### src/rtl/cjr_pkg.sv
package cjr_pkg;

  typedef enum logic [1:0] {
    ST_IDLE = 2'd0,
    ST_SEND = 2'd1,
    ST_HOLD = 2'd2,
    ST_JAM  = 2'd3
  } cjr_state_e;

  // Next value of the persistence run counter, saturating at lim-1.
  function automatic int unsigned persist_step(int unsigned run, logic lvl, int unsigned lim);
    if (!lvl) return 0;
    if (run + 1 >= lim) return lim - 1;
    return run + 1;
  endfunction

  // True once the attempt has passed the slot time.
  function automatic logic slot_done(int unsigned bits, int unsigned slot);
    return bits >= slot;
  endfunction

  // Attempt count after one more collided attempt; wraps to 0 at the cap.
  function automatic int unsigned attempt_step(int unsigned cnt, int unsigned cap);
    if (cnt + 1 >= cap) return 0;
    return cnt + 1;
  endfunction

endpackage

### src/rtl/cjr_col_filter.sv
module cjr_col_filter #(
  parameter int SYNC_STAGES = 2,
  parameter int PERSIST     = 3
) (
  input  logic clk,
  input  logic rst_n,
  input  logic col_async,
  output logic col_sync,
  output logic col_hit
);
  import cjr_pkg::*;

  localparam int RUN_W = $clog2(PERSIST + 1);
  localparam logic [RUN_W-1:0] RUN_LAST = RUN_W'(PERSIST - 1);

  logic [SYNC_STAGES-1:0] chain_q;
  logic [RUN_W-1:0]       run_q;

  generate
    if (SYNC_STAGES == 1) begin : g_one
      always_ff @(posedge clk) begin
        if (!rst_n) chain_q <= '0;
        else        chain_q <= col_async;
      end
    end else begin : g_many
      always_ff @(posedge clk) begin
        if (!rst_n) chain_q <= '0;
        else        chain_q <= {chain_q[SYNC_STAGES-2:0], col_async};
      end
    end
  endgenerate

  assign col_sync = chain_q[SYNC_STAGES-1];

  always_ff @(posedge clk) begin
    if (!rst_n) run_q <= '0;
    else        run_q <= RUN_W'(persist_step(32'(run_q), col_sync, PERSIST));
  end

  assign col_hit = col_sync && (run_q == RUN_LAST);

endmodule

### src/rtl/cjr_jam_shifter.sv
module cjr_jam_shifter #(
  parameter int                  JAM_BITS    = 32,
  parameter logic [JAM_BITS-1:0] JAM_PATTERN = '0
) (
  input  logic clk,
  input  logic rst_n,
  input  logic load,
  output logic active,
  output logic bit_out,
  output logic last
);
  localparam int CNT_W = $clog2(JAM_BITS);
  localparam logic [CNT_W-1:0] CNT_LAST = CNT_W'(JAM_BITS - 1);

  logic [JAM_BITS-1:0] sreg_q;
  logic [CNT_W-1:0]    cnt_q;
  logic                act_q;

  always_ff @(posedge clk) begin
    if (!rst_n) begin
      sreg_q <= '0;
      cnt_q  <= '0;
      act_q  <= 1'b0;
    end else if (load) begin
      sreg_q <= JAM_PATTERN;
      cnt_q  <= '0;
      act_q  <= 1'b1;
    end else if (act_q) begin
      sreg_q <= {sreg_q[JAM_BITS-2:0], 1'b0};
      cnt_q  <= cnt_q + 1'b1;
      if (cnt_q == CNT_LAST) act_q <= 1'b0;
    end
  end

  assign active  = act_q;
  assign bit_out = sreg_q[JAM_BITS-1];
  assign last    = act_q && (cnt_q == CNT_LAST);

endmodule

### src/rtl/cjr_attempt_ctr.sv
module cjr_attempt_ctr #(
  parameter int MAX_ATTEMPTS = 16,
  parameter int CNT_W        = $clog2(MAX_ATTEMPTS)
) (
  input  logic             clk,
  input  logic             rst_n,
  input  logic             bump,
  input  logic             clear,
  output logic [CNT_W-1:0] count,
  output logic             at_final
);
  import cjr_pkg::*;

  localparam logic [CNT_W-1:0] CNT_FINAL = CNT_W'(MAX_ATTEMPTS - 1);

  logic [CNT_W-1:0] cnt_q;

  always_ff @(posedge clk) begin
    if (!rst_n)     cnt_q <= '0;
    else if (clear) cnt_q <= '0;
    else if (bump)  cnt_q <= CNT_W'(attempt_step(32'(cnt_q), MAX_ATTEMPTS));
  end

  assign count    = cnt_q;
  assign at_final = (cnt_q == CNT_FINAL);

endmodule

### src/rtl/coll_jam_ctrl.sv
module coll_jam_ctrl #(
  parameter int SLOT_BITS    = 512,
  parameter int BITS_W       = 11,
  parameter int SYNC_STAGES  = 2,
  parameter int PERSIST      = 3,
  parameter int JAM_BITS     = 32,
  parameter int MAX_ATTEMPTS = 16,
  localparam int RETRY_W     = $clog2(MAX_ATTEMPTS)
) (
  input  logic               clk,
  input  logic               rst_n,
  input  logic               col_async,
  input  logic               attempt_start,
  input  logic [BITS_W-1:0]  bits_sent,
  input  logic               pre_done,
  output logic               tx_keep,
  output logic               data_abort,
  output logic               jam_sel,
  output logic               jam_bit,
  output logic               retry_req,
  output logic               give_up,
  output logic               attempt_ok,
  output logic [RETRY_W-1:0] retries_used
);
  import cjr_pkg::*;

  // Named internal events, visible to the bound checker.
  logic               col_sync;
  logic               col_hit;
  logic               slot_reached;
  logic               jam_load;
  logic               jam_active;
  logic               jam_last;
  logic               shift_bit;
  logic               att_bump;
  logic               att_clear;
  logic               att_final;
  logic [RETRY_W-1:0] att_cnt;

  cjr_state_e st_q, st_d;

  cjr_col_filter #(.SYNC_STAGES(SYNC_STAGES), .PERSIST(PERSIST)) u_filter (
    .clk(clk), .rst_n(rst_n), .col_async(col_async),
    .col_sync(col_sync), .col_hit(col_hit)
  );

  cjr_jam_shifter #(.JAM_BITS(JAM_BITS), .JAM_PATTERN('0)) u_jam (
    .clk(clk), .rst_n(rst_n), .load(jam_load),
    .active(jam_active), .bit_out(shift_bit), .last(jam_last)
  );

  cjr_attempt_ctr #(.MAX_ATTEMPTS(MAX_ATTEMPTS), .CNT_W(RETRY_W)) u_att (
    .clk(clk), .rst_n(rst_n), .bump(att_bump), .clear(att_clear),
    .count(att_cnt), .at_final(att_final)
  );

  assign slot_reached = slot_done(32'(bits_sent), SLOT_BITS);

  always_comb begin
    st_d      = st_q;
    jam_load  = 1'b0;
    att_bump  = 1'b0;
    att_clear = 1'b0;
    unique case (st_q)
      ST_IDLE: if (attempt_start) st_d = ST_SEND;
      ST_SEND: begin
        if (slot_reached) begin
          st_d      = ST_IDLE;
          att_clear = 1'b1;
        end else if (col_hit) begin
          if (pre_done) begin
            st_d     = ST_JAM;
            jam_load = 1'b1;
          end else begin
            st_d = ST_HOLD;
          end
        end
      end
      ST_HOLD: begin
        if (pre_done) begin
          st_d     = ST_JAM;
          jam_load = 1'b1;
        end
      end
      ST_JAM: begin
        if (jam_last) begin
          st_d     = ST_IDLE;
          att_bump = 1'b1;
        end
      end
      default: st_d = ST_IDLE;
    endcase
  end

  logic               retry_q, give_q, ok_q;
  logic [RETRY_W-1:0] used_q;

  always_ff @(posedge clk) begin
    if (!rst_n) begin
      st_q    <= ST_IDLE;
      retry_q <= 1'b0;
      give_q  <= 1'b0;
      ok_q    <= 1'b0;
      used_q  <= '0;
    end else begin
      st_q    <= st_d;
      retry_q <= att_bump && !att_final;
      give_q  <= att_bump && att_final;
      ok_q    <= att_clear;
      used_q  <= att_clear ? att_cnt : '0;
    end
  end

  assign tx_keep      = (st_q != ST_IDLE);
  assign data_abort   = (st_q == ST_HOLD) || (st_q == ST_JAM);
  assign jam_sel      = (st_q == ST_JAM);
  assign jam_bit      = jam_sel && shift_bit;
  assign retry_req    = retry_q;
  assign give_up      = give_q;
  assign attempt_ok   = ok_q;
  assign retries_used = used_q;

endmodule

### config.mk
export PLATFORM = sky130hd
export DESIGN_NAME = coll_jam_ctrl
export DESIGN_NICKNAME = d
export VERILOG_FILES = /design/src/rtl/cjr_pkg.sv /design/src/rtl/cjr_col_filter.sv /design/src/rtl/cjr_jam_shifter.sv /design/src/rtl/cjr_attempt_ctr.sv /design/src/rtl/coll_jam_ctrl.sv
export SDC_FILE = /design/constraint.sdc
export NUM_CORES = 1
export LEC_CHECK = 0
export ABC_AREA = 1
export BUFFER_PORTS_ARGS = -buffer_cell sky130_fd_sc_hd__buf_2
export CAP_MARGIN = 15
export CORE_MARGIN = 3
export CORE_UTILIZATION = 51
export CTS_CLUSTER_DIAMETER = 40
export CTS_CLUSTER_SIZE = 20
export DETAILED_ROUTE_END_ITERATION = 6
export PLACE_DENSITY = 0.75
export SLEW_MARGIN = 30
export SYNTH_ARGS = -nofsm -noshare
export SYNTH_HDL_FRONTEND = slang
export SYNTH_SLANG_ARGS = --single-unit
### constraint.sdc
create_clock -name clk -period 4.3 [get_ports clk]
set_input_delay 0.215 -clock clk [delete_from_list [all_inputs] [get_ports clk]]
set_output_delay 0.215 -clock clk [all_outputs]
set_load 0.01 [all_outputs]
## Word level (Yosys, flattened, before mapping)

Index checks and enable logic that the tools add are counted.

- Register bits: 23
- Bits in latches: 0
- RAM bits: 0
- ROM bits: 0
- Bits of input ports: 16
- Logic and storage cells: 70
- Memories kept: 0

- Add/sub/neg operators: 3
- $mul: 0
- Divide/modulo/power cells: 0
- $lt $le $gt $ge: 3
- Eq/ne operators: 10
- Shift operators: 0
- Multiplexer cells: 30
- Bitwise logic cells: 1
- Reduce and logical (&&, ||, !) cells: 13

Operator list:

| cell | count |
|---|---|
| $mux W1 | 20 |
| $mux W2 | 7 |
| $ge A11 B10 Y1 const B | 1 |
| $pmux W2 S4 | 1 |
| $eq A2 B2 Y1 const B | 3 |
| $reduce_or A2 Y1 | 3 |
| $add A4 B1 Y5 const B | 1 |
| $add A5 B1 Y5 const B | 1 |
| $eq A5 B5 Y1 const B | 1 |
| $ge A5 B5 Y1 const B | 1 |
| $eq A4 B4 Y1 const B | 1 |
| $logic_and A1 B1 Y1 | 4 |
| $mux W4 | 1 |
| $ne A2 B2 Y1 const B | 2 |
| $reduce_and A4 Y1 | 1 |
| $add A2 B1 Y3 const B | 1 |
| $ge A3 B2 Y1 const B | 1 |
| $ne A3 B3 Y1 const B | 1 |
| $eq A2 B1 Y1 const B | 1 |
| $logic_not A2 Y1 | 1 |
| $ne A2 B1 Y1 const B | 1 |
| $pmux W1 S2 | 1 |
| $reduce_and A2 Y1 | 1 |
| $reduce_bool A2 Y1 | 1 |
| other kinds (3) | 3 |

## Longest topological paths before layout

Gate-level depths: netlist (run 1).

- Depth after elaboration: 8
- Gate-level depth with buffers: 11
- Mapped depth without buffers: 11

## Cells and area by module

From an unflattened synthesis (run 1), not the netlist that was laid out.

- Cell total of the unflattened synthesis: 152
- Area, all modules: 1,107.3 um^2

Modules (own cells, without submodules):

| module | times used | cells each | area an instance (um^2) | sequential area each (um^2) |
|---|---|---|---|---|
| coll_jam_ctrl | 1 | 67 | 467.9 | 180.2 |
| cjr_jam_shifter | 1 | 39 | 300.3 | 120.1 |
| cjr_attempt_ctr | 1 | 29 | 210.2 | 80.1 |
| cjr_col_filter | 1 | 17 | 128.9 | 80.1 |

## Worst setup path before layout (run 1)

No wires, ideal clock.

- Path type: register to register
- Start point: register u_jam.cnt_q[0]
- End point: register with a tool-made name
- Setup time: 110 ps
- Data arrival time: 1,330 ps
- Data required time: 4,190 ps
- Slack: 2,860 ps
- Stages on the path, launching flop included: 12
- Buffers on the path: 0
- Clock period less this slack: 1,440 ps
- Cells stage by stage: dfxtp_1 -> ha_1 -> and3_1 -> ha_1 -> nand2_4 -> nand2_4 -> inv_2 -> nor2_4 -> nand3_1 -> nand2_1 -> inv_1 -> nor2_2

RTL lines:

| item | RTL line | text |
|---|---|---|
| from (decl) | cjr_jam_shifter.sv:16 | `logic [CNT_W-1:0] cnt_q;` |
| from (signal assigned) | cjr_jam_shifter.sv:30 | `cnt_q <= cnt_q + 1'b1;` |

## Final worst setup path (run 1)

- Start point: register u_jam.cnt_q[0]
- End point: register u_att.cnt_q[2], in the netlist u_att.count[2]

- Longest elaborated chain between the ends: 4

Ends and longest elaborated chain:

| item | RTL line | text |
|---|---|---|
| $eq A5 B5 Y1 | cjr_jam_shifter.sv:37 | `assign last = act_q && (cnt_q == CNT_LAST);` |
| $logic_and A1 B1 Y1 | cjr_jam_shifter.sv:37 |  |
| $mux W1 | coll_jam_ctrl.sv:86 | `if (jam_last) begin` |
| $mux W1 | coll_jam_ctrl.sv:64 | `unique case (st_q)` |
| to (signal assigned) | cjr_attempt_ctr.sv:21 | `else if (bump) cnt_q <= CNT_W'(attempt_step(32'(cnt_q), MAX_ATTEMPTS));` |
| to (decl) | cjr_attempt_ctr.sv:16 | `logic [CNT_W-1:0] cnt_q;` |

No other way between the ends.
A chain may end at the register's enable or synchronous reset.

==> results.md, run 1 <==
* Post-Syn Area at 0.00109 mm^2
* DR iter-0 viols at 11
* Hold endpoint: u_filter.chain_q[0]
* Antenna viol nets, final at 0
* Pwr dens at 421 mW/mm^2
* Most frequent cells in the layout: dfxtp_1, nand2_1, inv_1
* HP Class: primary input to flip-flop
* Syn_area_per_cell at 8.11 um^2
* Worst path max stage delay at 0.39 ns
* NumNets Final at 177
* Outcome: completed
* # clock sinks at 23
* Syn Nets at 158
* Crit-path cells: ha_1 > and3_1 > ha_1 > nand2_4 > nor2_1 > nand2_1 > o21ai_0 > a21oi_1
* CTS Buf Count at 3
* Yosys reg bits at 23
* Worst hold start: col_async
* Cts repair resizes at 0
* Power Total at between 0.5 and 0.6 mW
* Finish-stage setup viols at 0
* Clock Pin Slew Worst Setup and Hold Paths at ~0.12 ns
* Residual DRC at 0
* Fin util at 61.0%
* EDFF count, synth at 0
* Count of cell types in the netlist at 28
* Worst path arrival time at between 1.5 and 2 ns
* Final Skew at about 0.0034 ns
* Highest Clock Rate at 604 MHz
* Leak Pwr at 0.589 nW
* Placer Congestion at between 0.7 and 0.8
* Largest net degree at the start of global routing at 14
* TritonCTS clock tree: yes
* Drt wl/cell at 9.94 um
* Worst reg2reg path depth at 8
* Starting density of the core at 54.9%
* CP most frequent cell: ha_1
* Final hold violation count at 0
* Max-slew violation count at 0
* DP HPWL at around 1500 um
* Register area share after synthesis at 42.3%
* CP Class: flip-flop to flip-flop
* Vias in the first global route at 769
* Main synth FF type: dfxtp_1
* Tcrit/Tclk final at 38.5%
* Initial antenna violation count at 0
* Critical Path Start Type: flip-flop
* Share of flip-flops with an asynchronous set or reset at 0%
* 1st-pass router iterations at 4
* Postcts setup bufs at 0
* Reg-to-Reg End: u_att.count[2]
* Die W at 52.2 um
* First-pass GRT wire length at approximately 3000 um
* # rows at 16
* Hold path depth at 3
* Yosys Warn Count at 0
* Area grow syn2layout at 11.3%
* Mapped Cells at 134
* Via density at 4.74
* Final TNS setup at 0 ns
* Tmin final at 1.65 ns
* Htree depth at 1
* Clk Latency, worst-skew pair at approximately 0.31 ns
* Crit path capture type: flip-flop
* R2R Path Start: u_jam.cnt_q[0]
* Max-cap viol count at 0
* Hold buffer count at CTS at 0
* Max VDD drop at roughly 220 uV
* Flop-to-flop setup slack at 2.65 ns
* Diode count at 0
* Die Area at 0.00272 mm^2
* Grt ovf at 0
* RSZ-0062 raised after global routing: false
* Crit-path max FO at 3
* Root Driver: clkbuf_4
* Commonest non-fill, non-tap cell in the layout: dfxtp_1
* DR vias at 849
* Core outline area at 0.00198 mm^2
* Total Wirelength at about 1800 um
* Longest Clk Path Bufs at 2
* Layout cell share with drive strength beyond 1 at 22.4%
* Slowest CP cell: dfxtp_1
* Critical path data required time at 4.51 ns
* Total GRT Usage at 15.0%
* IO Pins at 27
* IO buf count at 16
* Die Height at 52.2 um
[final cells by class]
cell class	count	area [um^2]
timing repair buffer	16	80.1
multi-input combinational	87	526
fill	178	772
clock inverter	1	5.00
sequential	23	460
clock buffer	3	22.5
tap	27	33.8
inverter	22	82.6
[how the worst max path moves through the flow]
stage	slack, ns	from	endpoint	cells past startpoint
CTS	2.65	u_jam.cnt_q[0]	u_att.count[2]	8
detailed placement	2.67	u_jam.cnt_q[0]	u_att.count[2]	8
global placement	2.69	u_jam.cnt_q[0]	u_att.count[2]	8
finish	2.65	u_jam.cnt_q[0]	u_att.count[2]	8
global route	2.49	u_jam.cnt_q[0]	u_att.count[2]	8
floorplan	2.86	u_jam.cnt_q[0]	flip-flop	11
[cell usage after synthesis, types with 3 or more instances]
library cell	number	area, um^2
dfxtp_1	23	460
inv_2	3	11.3
nor2_1	18	67.6
ha_1	8	100
nand2_1	22	82.6
nand3_1	7	35.0
a21oi_1	4	20.0
inv_1	19	71.3
nand4_1	3	18.8
[report_power, final]
part,internal [mW],switching (mW),leakage (nW),total (mW)
clock network,0.0347,0.0637,0.0177,0.0984
registers,0.226,0.0164,0.186,0.243
logic,0.0652,0.103,0.385,0.168
total,0.326,0.183,0.589,0.509
[flip-flops by register name, summed over array words and instances (netlist names), named ones only]
name and cells:
u_jam.cnt_q 5, retries_used 4, u_att.count 4, u_filter.chain_q 2, u_filter.run_q 2, attempt_ok 1, give_up 1, retry_req 1
st_q 1, u_jam.active 1
[layer usage]
metal | vias to the layer above | routed length (um) | track usage [%]
met1 | 378 | 829 | 18.3
met4 | 0 | 13 | 6.38
met3 | 2 | 70 | 3.42
met2 | 16 | 866 | 25.1
met5 | - | 0 | 0
li1 | 453 | - | -
[critical path, delay by kind of cell (launching register included)]
family | cells | cell delay (ns)
and+or+nand+nor | 4 | 0.54
adders and majority gates | 2 | 0.41
DFF | 1 | 0.39
AOI/OAI and AO/OA | 2 | 0.21
[kinds of logic (layout without fill, tap and decap cells)]
kind of cell	after synthesis	in the layout	share of synthesized area (%)
compound gates	9	9	4.49
xor+xnor	3	3	2.42
fa+ha+maj	8	8	9.21
buf+inv	24	42	9.32
flops	23	23	42.3
mux	2	2	1.84
other cells	1	1	0.345
simple gates	64	64	30.0
[through the flow]
step           hold slack [ns]  area [um^2]  std cells  worst slack (ns)
2_1_floorplan            0.308         1090        134              2.86
3_3_place_gp             0.396         1180        175              2.69
3_5_place_dp             0.405         1180        175              2.67
4_1_cts                 0.0766         1210        179              2.65
5_1_grt                 0.0724         1210        179              2.49
6_report                0.0819         1210        179              2.65
No activity file was read; power rests on OpenSTA's default activity.
==> inputs of run 2 (changes only) <==
Settings changed: CORE_UTILIZATION 51 to 46, PLACE_DENSITY 0.75 to 0.71.
Clock period 4.3 ns to 1.51 ns, I/O delays scaled along.
==> run 2 against run 1 <==
Hold slack got worse by 0.039 ns. Utilization rose by 0.86 points. Die area rose by 9.6%. Combinational power rose to 3.0 times the previous value. Sequential cell count did not move. Register-to-register slack got worse by 2.6 ns. Sequential share of layout area fell by 2.3 points. Clock power rose to 2.8 times the previous value. Maximum frequency rose by 15%. Global-route usage fell by 0.16 points.
==> results.md, run 2 (synthesis gave the netlist of run 1 again) <==
* NumNets Final at 181 (was 177)
* Vias in the first global route at 794 (was 769)
* Final hold violation count at 0 (unchanged)
* Most frequent cells in the layout: nand2_1, inv_1, dfxtp_1 (was dfxtp_1, nand2_1, inv_1)
* Max VDD drop at 661 uV (was 218 uV)
* Largest net degree at the start of global routing at 14 (unchanged)
* CP Class: flip-flop to flip-flop (unchanged)
* Max reg flops at 5 (unchanged)
* Final worst slack at 0.0652 ns (was 2.65 ns)
* Diode count at 0 (unchanged)
* IO buf count at 16 (unchanged)
* Commonest non-fill, non-tap cell in the layout: nand2_1 (was dfxtp_1)
* DR iter-0 viols at 11 (unchanged)
* Drt wl/cell at 9.73 um (was 9.94 um)
* Worst path arrival time at 1.66 ns (was 1.86 ns)
* Finish-stage setup viols at 0 (unchanged)
* Area grow syn2layout at 19.7% (was 11.3%)
* Clock Pin Slew Worst Setup and Hold Paths at 0.12 ns (about the same)
* Longest Clk Path Bufs at 2 (unchanged)
* Critical path data required time at 1.72 ns (was 4.51 ns)
* Hold path depth at 3 (unchanged)
* Tcrit/Tclk final at 95.7% (was 38.5%)
* Fin util at 61.9% (was 61.0%)
* DR vias at 875 (was 849)
* Root Driver: clkbuf_4 (unchanged)
* Power Total at 1.47 mW (was 0.509 mW)
* Grt ovf at 0 (unchanged)
* RSZ-0062 raised after global routing: true (was false)
* Antenna viol nets, final at 0 (unchanged)
* Worst reg2reg path depth at 10 (was 8)
* Highest Clock Rate at 692 MHz (was 604 MHz)
* Die W at 54.6 um (was 52.2 um)
* Initial antenna violation count at 0 (unchanged)
* TritonCTS clock tree: yes (unchanged)
* Htree depth at 1 (unchanged)
* Pre-CTS setup slack at -0.0386 ns (was 2.67 ns)
* HP Class: primary input to flip-flop (unchanged)
* Layout cell share with drive strength beyond 1 at 30.1% (was 22.4%)
* Crit path capture type: flip-flop (unchanged)
* Via density at 4.78 (was 4.74)
* Pwr dens at 1130 mW/mm^2 (was 421 mW/mm^2)
* Critical Path Start Type: flip-flop (unchanged)
* Final Skew at 0.00644 ns (was 0.00336 ns)
* # rows at 16 (unchanged)
* Core outline area at 0.00210 mm^2 (was 0.00198 mm^2)
* # clock sinks at 23 (unchanged)
* Residual DRC at 0 (unchanged)
* Die Height at 54.6 um (was 52.2 um)
* IO Pins at 27 (unchanged)
* Total GRT Usage at 14.8% (was 15.0%)
* Total Wirelength at 1780 um (unchanged)
* Clk Latency, worst-skew pair at 0.31 ns (about the same)
* Tmin final at 1.44 ns (was 1.65 ns)
* Outcome: completed (unchanged)
* Max-slew violation count at 0 (unchanged)
* First-pass GRT wire length at 3180 um (was 3040 um)
* Starting density of the core at 51.7% (was 54.9%)
* Max-cap viol count at 0 (unchanged)
* Die Area at 0.00298 mm^2 (was 0.00272 mm^2)
* Leak Pwr at 0.617 nW (was 0.589 nW)
* CTS Buf Count at 3 (unchanged)
* 1st-pass router iterations at 4 (unchanged)
* DP HPWL at 1450 um (was 1460 um)
* Largest Register: u_jam.cnt_q (unchanged)
* Placer Congestion at 0.893 (was 0.734)
* Crit-path max FO at 3 (unchanged)
## run 2: changes by cell type in the layout (fill, tap and decap cells not counted), sizes merged
cell,delta
buf,+3
dlygate4sd3,+1
## run 2: final timing paths
kind	from	end	slack, ns
max	u_jam.cnt_q[1]	flip-flop	0.07
min	rst_n	u_filter.chain_q[1]	0.04
min reg2reg	u_filter.chain_q[0]	u_filter.chain_q[1]	0.42
max reg2reg	u_jam.cnt_q[1]	flip-flop	0.07
## run 2: what timing repair did
item                       4_1_cts  5_1_grt
cloned                           0        0
hold buffers                     1        0
setup buffers                    0        0
setup endpoints to repair        4        4
gates resized for setup          4       11
hold endpoints to repair         1        0
pin swaps                        0        3
## run 2: per-stage QoR
step / setup TNS, ns / instances / instance area (um^2) / hold slack, ns
4_1_cts: 0 / 183 / 1260 / 0.0328
3_5_place_dp: -0.0610 / 178 / 1200 / 0.278
6_report: 0 / 183 / 1300 / 0.0432
2_1_floorplan: 0 / 134 / 1090 / 0.169
5_1_grt: -0.0272 / 183 / 1300 / 0.0264
3_3_place_gp: -0.0209 / 178 / 1200 / 0.261
## run 2: cell type report
type	instances	area, um^2
fillers	203	801
multi-input cells	87	579
repair buffers	20	113
clock buffers	3	22.5
well taps	27	33.8
inverters	22	82.6
clock inverters	1	5.00
flip-flops and latches	23	465
## run 2: routing by layer
layer	routed length (um)	vias to the layer above	track usage (%)
li1	-	464	-
met1	803	388	17.7
met2	871	19	24.6
met3	86	4	4.90
met4	19	0	4.98
met5	0	-	0
## run 2: power breakdown
part	internal [mW]	switching, mW	total (mW)
Combinational	0.202	0.300	0.501
Clock	0.0989	0.172	0.271
Sequential	0.651	0.0481	0.699
Total	0.951	0.520	1.47
## run 2: critical path: stages, from the launching register on
cell and delay, ns:
dfxtp_2 0.37, ha_4 0.13, and3_4 0.19, ha_4 0.16, nand2_4 0.07, nand2_4 0.07
inv_2 0.04, nor2_4 0.11, nand4_1 0.09, nand2_1 0.09, nor2_2 0.04
